### src/rtl/mini_alu_pkg.sv
// Package: shared widths and the function code map for the five-bit ALU.
// Assumes: the code map is fixed; only the data width is a parameter.
package mini_alu_pkg;

    localparam int DATA_W = 5;
    localparam int FUNC_W = 3;

    typedef enum logic [FUNC_W-1:0] {
        FN_PASS_A = 3'b000,
        FN_PASS_B = 3'b001,
        FN_ADD    = 3'b010,
        FN_NOT_A  = 3'b011,
        FN_NOT_B  = 3'b100,
        FN_AND    = 3'b101,
        FN_OR     = 3'b110,
        FN_XOR    = 3'b111
    } func_e;

endpackage

### src/rtl/mini_alu_adder.sv
// Module: ripple-carry adder that also reports unsigned carry and signed
// overflow. Assumes W >= 2; overflow compares the carries into and out of
// the top bit.
module mini_alu_adder #(
    parameter int W = 5
) (
    input  logic [W-1:0] a,
    input  logic [W-1:0] b,
    output logic [W-1:0] sum,
    output logic         cout,
    output logic         ovf
);

    logic [W:0] chain;

    assign chain[0] = 1'b0;

    // One full-adder cell per bit position.
    for (genvar i = 0; i < W; i++) begin : g_cell
        assign sum[i]     = a[i] ^ b[i] ^ chain[i];
        assign chain[i+1] = (a[i] & b[i]) | (chain[i] & (a[i] ^ b[i]));
    end

    assign cout = chain[W];
    assign ovf  = chain[W] ^ chain[W-1];

    // Guard the flags against the sign rule and unsigned wrap.
    always_comb begin
        AST_OVF_SIGN: assert (ovf == ((a[W-1] == b[W-1]) && (sum[W-1] != a[W-1]))) else $error("overflow disagrees with sign rule");
        AST_CARRY_WRAP: assert (cout == (sum < a)) else $error("carry disagrees with unsigned wrap");
    end

endmodule

### src/rtl/mini_alu_logic.sv
// Module: non-arithmetic functions (pass, complement, AND, OR, XOR).
// Assumes: the add code is handled elsewhere; it yields zero here.
module mini_alu_logic
    import mini_alu_pkg::*;
#(
    parameter int W = 5
) (
    input  logic [W-1:0] a,
    input  logic [W-1:0] b,
    input  func_e        fn,
    output logic [W-1:0] y
);

    // Decode every function code to a bitwise result.
    always_comb begin
        unique case (fn)
            FN_PASS_A: y = a;
            FN_PASS_B: y = b;
            FN_NOT_A:  y = ~a;
            FN_NOT_B:  y = ~b;
            FN_AND:    y = a & b;
            FN_OR:     y = a | b;
            FN_XOR:    y = a ^ b;
            default:   y = '0;
        endcase
    end

    // XOR checked through an independent OR-minus-AND form.
    always_comb begin
        if (fn == FN_XOR) begin
            AST_XOR_FORM: assert (y == ((a | b) & ~(a & b))) else $error("xor mismatch");
        end
    end

endmodule

### src/rtl/mini_alu.sv
// Module: top of the five-bit ALU; selects adder or bitwise result and
// gates the flags. Assumes: purely combinational, no clock or state.
module mini_alu
    import mini_alu_pkg::*;
(
    input  logic [DATA_W-1:0] opa,
    input  logic [DATA_W-1:0] opb,
    input  logic [FUNC_W-1:0] func,
    output logic [DATA_W-1:0] res,
    output logic              cflag,
    output logic              vflag
);

    func_e             fn;
    logic [DATA_W-1:0] add_sum;
    logic              add_c;
    logic              add_v;
    logic [DATA_W-1:0] lg_y;
    logic              is_add;

    assign fn     = func_e'(func);
    assign is_add = (fn == FN_ADD);

    mini_alu_adder #(.W(DATA_W)) u_adder (
        .a    (opa),
        .b    (opb),
        .sum  (add_sum),
        .cout (add_c),
        .ovf  (add_v)
    );

    mini_alu_logic #(.W(DATA_W)) u_logic (
        .a  (opa),
        .b  (opb),
        .fn (fn),
        .y  (lg_y)
    );

    // Pick the result source and qualify the flags with the add code.
    always_comb begin
        res   = is_add ? add_sum : lg_y;
        cflag = is_add & add_c;
        vflag = is_add & add_v;
    end

    // Top-level guards relating ports to the code map.
    always_comb begin
        AST_FLAGS_QUIET: assert (is_add || (!cflag && !vflag)) else $error("flag outside add");
        if (fn == FN_NOT_A) begin
            AST_NOT_A_CPL: assert (((res & opa) == '0) && ((res | opa) == '1)) else $error("not-a mismatch");
        end
        if (fn == FN_PASS_B) begin
            AST_PASS_B: assert ((res ^ opb) == '0) else $error("pass-b mismatch");
        end
    end

endmodule

### config.mk
export PLATFORM = sky130hd
export DESIGN_NAME = mini_alu
export DESIGN_NICKNAME = d
export VERILOG_FILES = /design/src/rtl/mini_alu_pkg.sv /design/src/rtl/mini_alu_adder.sv /design/src/rtl/mini_alu_logic.sv /design/src/rtl/mini_alu.sv
export SDC_FILE = /design/constraint.sdc
export NUM_CORES = 1
export LEC_CHECK = 0
export BUFFER_PORTS_ARGS = -buffer_cell sky130_fd_sc_hd__buf_2
export CAP_MARGIN = 10
export CORE_MARGIN = 5
export CORE_UTILIZATION = 37
export DETAILED_ROUTE_END_ITERATION = 8
export GPL_TIMING_DRIVEN = 0
export SLEW_MARGIN = 15
export SYNTH_ARGS = -nofsm -noshare
export SYNTH_HDL_FRONTEND = slang
export SYNTH_SLANG_ARGS = --single-unit
### constraint.sdc
create_clock -name vclk -period 3.3
set_input_delay 0.66 -clock vclk [all_inputs]
set_output_delay 0.66 -clock vclk [all_outputs]
set_load 0.01 [all_outputs]
==> impl_metrics.csv, run 1 <==
group,metric,value,unit
outcome,status,"finished, final reports clean",
floorplanning,fp-row-count,15,
route,vias,627,
sta,rsz0062_at_grt,"no",
finish,drive_gt1_share,34.0,%
power,switching_power,0.0000561,W
finish,utilization,47.4,%
placement,io_buffers,20,
route,drt-total-wl,1510,um
power,vdd_drop_max,0.0000629,V
floorplanning,io_pins,20,
placement,hpwlAfterDp,1230,um
finish,layout.cells.non_filler,120,
worst_setup_path,critical_path_required,2640,ps
worst_setup_path,cp_max_fo,3,
global_route,antenna_found_initial,0,
power,pwr-share-clk,0,%
sta,tns,0,ps
sta,finalCriticalPeriod,3220,ps
floorplanning,core-area,1690,um^2
route,drt_first_pass_iters,4,
worst_setup_path,criticalPathCategory,"in -> out",
finish,seq_cell_count,0,
placement,post-place-ws,-134,ps
synthesis,syn-num-nets,109,
floorplanning,die_area,2670,um^2
worst_setup_path,crit_arrival,2560,ps
worst_setup_path,start_kind,"input port",
floorplanning,die_y,51.7,um
sta,fin_crit_sh,97.6,%
job,drv.max_cap_violation_count,0,
power,p_comb_share,100.0,%
finish,n_clock_buffer,0,
power,p_int,0.0000506,W
worst_setup_path,crit_path_end_kind,"primary output",
hold_path,min-delay-path-class,"in -> out",
sta,tightest_slew,310,ps
sta,fmax,0.311,GHz
power,power,0.000107,W
synthesis,yosysWarnings,0,
route,wl_per_cell,12.6,um
synthesis,syn-instance-count,82,
global_route,grt_pass1_wl,2520,um
power,swShare,52.6,%
sta,drv_slew,0,
global_route,grt_usage,11.5,%
placement,gp_congestion,0.738,
synthesis,ys_types,26,
route,ant_nets,0,
synthesis,netlist_area,642,um^2
sta,hold_violations,0,
synthesis,seq_area_frac_synth,0,%
synthesis,synth_top_cell_area_share,19.5,%
floorplanning,initial_core_util,38.0,%
finish,fin_nets,132,
sta,report.final.setup_viol,0,
power,power_density,133,nW/um^2
finish,diodes,0,
global_route,grt_max_degree,11,
synthesis,yosysTopAreaCell,"ha_1",
power,p_seq_share,0,%
route,drc,0,
sta,slew_headroom,79.3,%
sta,worst_slack,80.5,ps
finish,synthToLayoutAreaGrowth,24.8,%
floorplanning,die_w,51.7,um
route,viasPerCell,5.23,
placement,dp_cells,119,
finish,register_area,0,um^2
synthesis,ys_top_cells_by_area,"ha_1 19%, fa_1 12%, mux2i_1 7.8%",
power,power_leakage,0.409,nW
synthesis,yosys-top-cells-count,"12 x inv_1, 11 x nor2_1, 10 x ha_1, 7 x nand2_1, 5 x mux2i_1",
global_route,grt_remaining_overflow,0,
synthesis,synth.avg_cell_area,7.83,um^2
global_route,first_global_vias,597,
route,drt_iter0_markers,5,
synthesis,synth.most_common_cell,"inv_1",
-- worst paths after layout --
path	startpoint	to	slack, ps	depth (start not counted)
hold / removal	opa[2]	res[2]	1790	5
setup / recovery	opa[0]	res[4]	80	9
-- critical path: stages --
cell and delay (ps):
buf_4 110, ha_4 140, fa_1 150, inv_1 50
fa_2 330, fa_2 360, fa_2 540, a22oi_2 70
buf_2 150
-- layout make-up --
cell class                      instances  area, um^2
Buffer                                  4        36.3
Fill cell                             181         888
Inverter                               12        45.0
Multi-Input combinational cell         66         586
Tap cell                               17        21.3
Timing Repair Buffer                   21         113
-- power groups by stage --
stage          Clock (W)  Sequential, W  Combinational [W]
3_5_place_dp           0              0           0.000101
3_3_place_gp           0              0          0.0000984
4_1_cts                0              0           0.000105
5_1_grt                0              0           0.000119
6_report               0              0           0.000107
2_1_floorplan          0              0          0.0000670
-- metal layers --
layer | wire length (um) | track usage (%)
met1 | 714 | 15.4
met2 | 734 | 21.8
met5 | 0 | 0
met3 | 62 | 0.287
met4 | 0 | 0
-- placed cells by master (no fill, tap or decap), types with 3 or more instances in the layout --
master,netlist,final
buf_2,2,20
inv_1,12,12
nor2_1,11,11
ha_1,10,9
nand2_1,7,7
mux2i_1,5,5
a21oi_1,4,4
fa_2,0,3
buf_4,0,3
-- cell families (layout without fill, tap and decap cells) --
kind of cell               Yosys count  in the layout  synth area share, %
AOI/OAI and AO/OA                   20             20                 23.2
xor gates and xnor gates             1              1                 1.36
adders and majority gates           14             14                 32.0
buffers and inverters               16             37                 12.7
muxes                                6              6                 11.3
and+or+nand+nor                     25             25                 19.5
-- timing repair --
item / in CTS / in global routing
endpoints found under the setup margin: 3 / 2
hold buffers: 0 / 0
setup buffers: 1 / 0
pin swaps: 2 / 2
gates resized for setup: 6 / 2
gates cloned: 0 / 0
-- through the flow --
step / hold slack [ps] / cell area (um^2)
3_3_place_gp: 1770 / 763
4_1_cts: 1770 / 793
2_1_floorplan: 1520 / 642
6_report: 1790 / 801
3_5_place_dp: 1770 / 763
5_1_grt: 1800 / 801
Power figures use the tool's default switching activity.
==> inputs of run 2 (changes only) <==
ABC_AREA = 1   (was default)
SLEW_MARGIN = default   (was 15)
==> impl_metrics.csv, run 2 <==
group,metric,value,unit
outcome,status,"finished, final reports clean",
placement,gp_congestion,0.738,
route,wl_per_cell,11.2,um
floorplanning,initial_core_util,40.0,%
floorplanning,die_area,2910,um^2
synthesis,muxShareOfSynthArea,0,%
worst_setup_path,critical_path_required,2640,ps
finish,fillers,194,
sta,finalCriticalPeriod,3280,ps
sta,fmax,0.305,GHz
synthesis,ys_top_cells_by_area,"ha_1 18%, nand3_1 14%, nand2_1 12%",
worst_setup_path,criticalPathCategory,"in -> out",
sta,hold_violations,0,
synthesis,netlist_area,713,um^2
floorplanning,io_pins,20,
global_route,grt_use_met2,25.6,%
finish,n_clock_buffer,0,
global_route,grt.met3_usage,0,%
synthesis,ys_types,19,
global_route,gr-usage-met1,18.5,%
hold_path,min-delay-path-class,"in -> out",
finish,utilization,49.7,%
floorplanning,fp-row-count,15,
synthesis,syn-instance-count,116,
route,viasPerCell,4.84,
global_route,grt_pass1_wl,3110,um
finish,seq_cell_count,0,
floorplanning,core-area,1780,um^2
synthesis,synth_top_family_by_area,"simple AND/OR/NAND/NOR gates",
worst_setup_path,cp_max_fo,4,
synthesis,synth.most_common_cell,"nand2_1",
synthesis,seq_area_frac_synth,0,%
synthesis,yosysWarnings,0,
route,drc,0,
sta,drv_slew,0,
sta,report.final.setup_viol,0,
synthesis,yosys-top-cells-count,"22 x nand2_1, 20 x nand3_1, 16 x inv_1, 16 x nor2_1",
global_route,grt_max_degree,11,
hold_path,hold_start,"opb[0]",
synthesis,yosysTopAreaCell,"ha_1",
finish,synthToLayoutAreaGrowth,24.2,%
global_route,top_usage_layer,"met2",
synthesis,syn-num-nets,143,
finish,drive_gt1_share,26.5,%
power,power,0.000108,W
route,drt-total-wl,1800,um
power,power_leakage,0.503,nW
finish,layout_commonest_cell,"nand2_1",
sta,rsz0062_at_grt,"yes",
synthesis,synth_top_cell_area_share,17.5,%
worst_setup_path,crit_path_start,"opb[0]",
finish,diodes,0,
route,drt_first_pass_iters,4,
placement,placed_area,835,um^2
worst_setup_path,start_kind,"input port",
synthesis,synth-xor-area-share,1.23,%
floorplanning,die_w,53.9,um
floorplanning,die_y,53.9,um
route,vias,780,
placement,hpwlAfterDp,1430,um
finish,design_area,886,um^2
sta,worst_slack,24.2,ps
synthesis,yosys.area_share.simple,52.3,%
job,drv.max_cap_violation_count,0,
global_route,first_global_vias,737,
power,power_density,122,nW/um^2
finish,register_area,0,um^2
worst_setup_path,crit_path_end_kind,"primary output",
route,ant_nets,0,
synthesis,synth.avg_cell_area,6.15,um^2
placement,post-place-ws,-215,ps
finish,fin_nets,165,
sta,fin_crit_sh,99.3,%
global_route,grt_remaining_overflow,0,
synthesis,synth-compound-area-share,1.40,%
route,drt_iter0_markers,28,
global_route,grt_usage,13.7,%
sta,tightest_slew,453,ps
clock_network,cts_hold_buf,0,
placement,io_buffers,18,
global_route,antenna_found_initial,0,
power,vdd_drop_max,0.0000596,V
sta,slew_headroom,69.7,%
finish,final_cell_mix,"22 x nand2_1, 20 x nand3_1, 18 x buf_2",
worst_setup_path,crit_arrival,2620,ps
synthesis,synthAdderAreaFrac,28.8,%
run 2: worst paths after layout:
kind,end,cells past startpoint,slack [ps]
setup / recovery,res[4],10,20
hold / removal,res[0],4,1670
run 2: timing repair:
action / 4_1_cts / 5_1_grt
endpoints found under the hold margin: 0 / 0
resized for setup: 11 / 0
endpoints found under the setup margin: 3 / 2
gates cloned: 0 / 0
setup buffers: 1 / 1
pin swaps: 6 / 3
run 2: through the flow:
stage	hold slack, ps	setup TNS, ps	cells
6_report	1670	0	161
5_1_grt	1700	-65.2	161
4_1_cts	1670	-85.9	160
3_5_place_dp	1710	-373	159
3_3_place_gp	1700	-373	159
2_1_floorplan	1500	0	116
run 2: critical path: stages:
cell and delay, ps:
buf_8 80, ha_4 130, fa_2 180, inv_2 40, fa_2 340, fa_2 370
fa_1 420, or2_0 200, nand3_1 70, buf_2 130
run 2: logic make-up (layout without fill, tap and decap cells):
kind of cell,Yosys count,in the layout
and+or+nand+nor,76,76
buffers and inverters,23,43
xor gates and xnor gates,1,1
adders and majority gates,14,14
AOI/OAI and AO/OA,2,2
run 2: layout make-up:
class	instances	area (um^2)	share of cell area (%)
inverter	17	68.8	7.77
tap	25	31.3	3.53
timing repair buffer	20	121	13.7
buffer	6	47.5	5.37
multi-input combinational	93	617	69.6
run 2: per-layer routing:
metal  vias to the layer above  wire length (um)
li1                        418                 -
met2                        16               874
met3                         0                87
met4                         0                 0
met5                         -                 0
met1                       346               838
run 2: power by group:
group	switching, W	leakage, nW	internal, W
sequential	0	0	0
combinational	0.0000620	0.503	0.0000464
clock	0	0	0
total	0.0000620	0.503	0.0000464
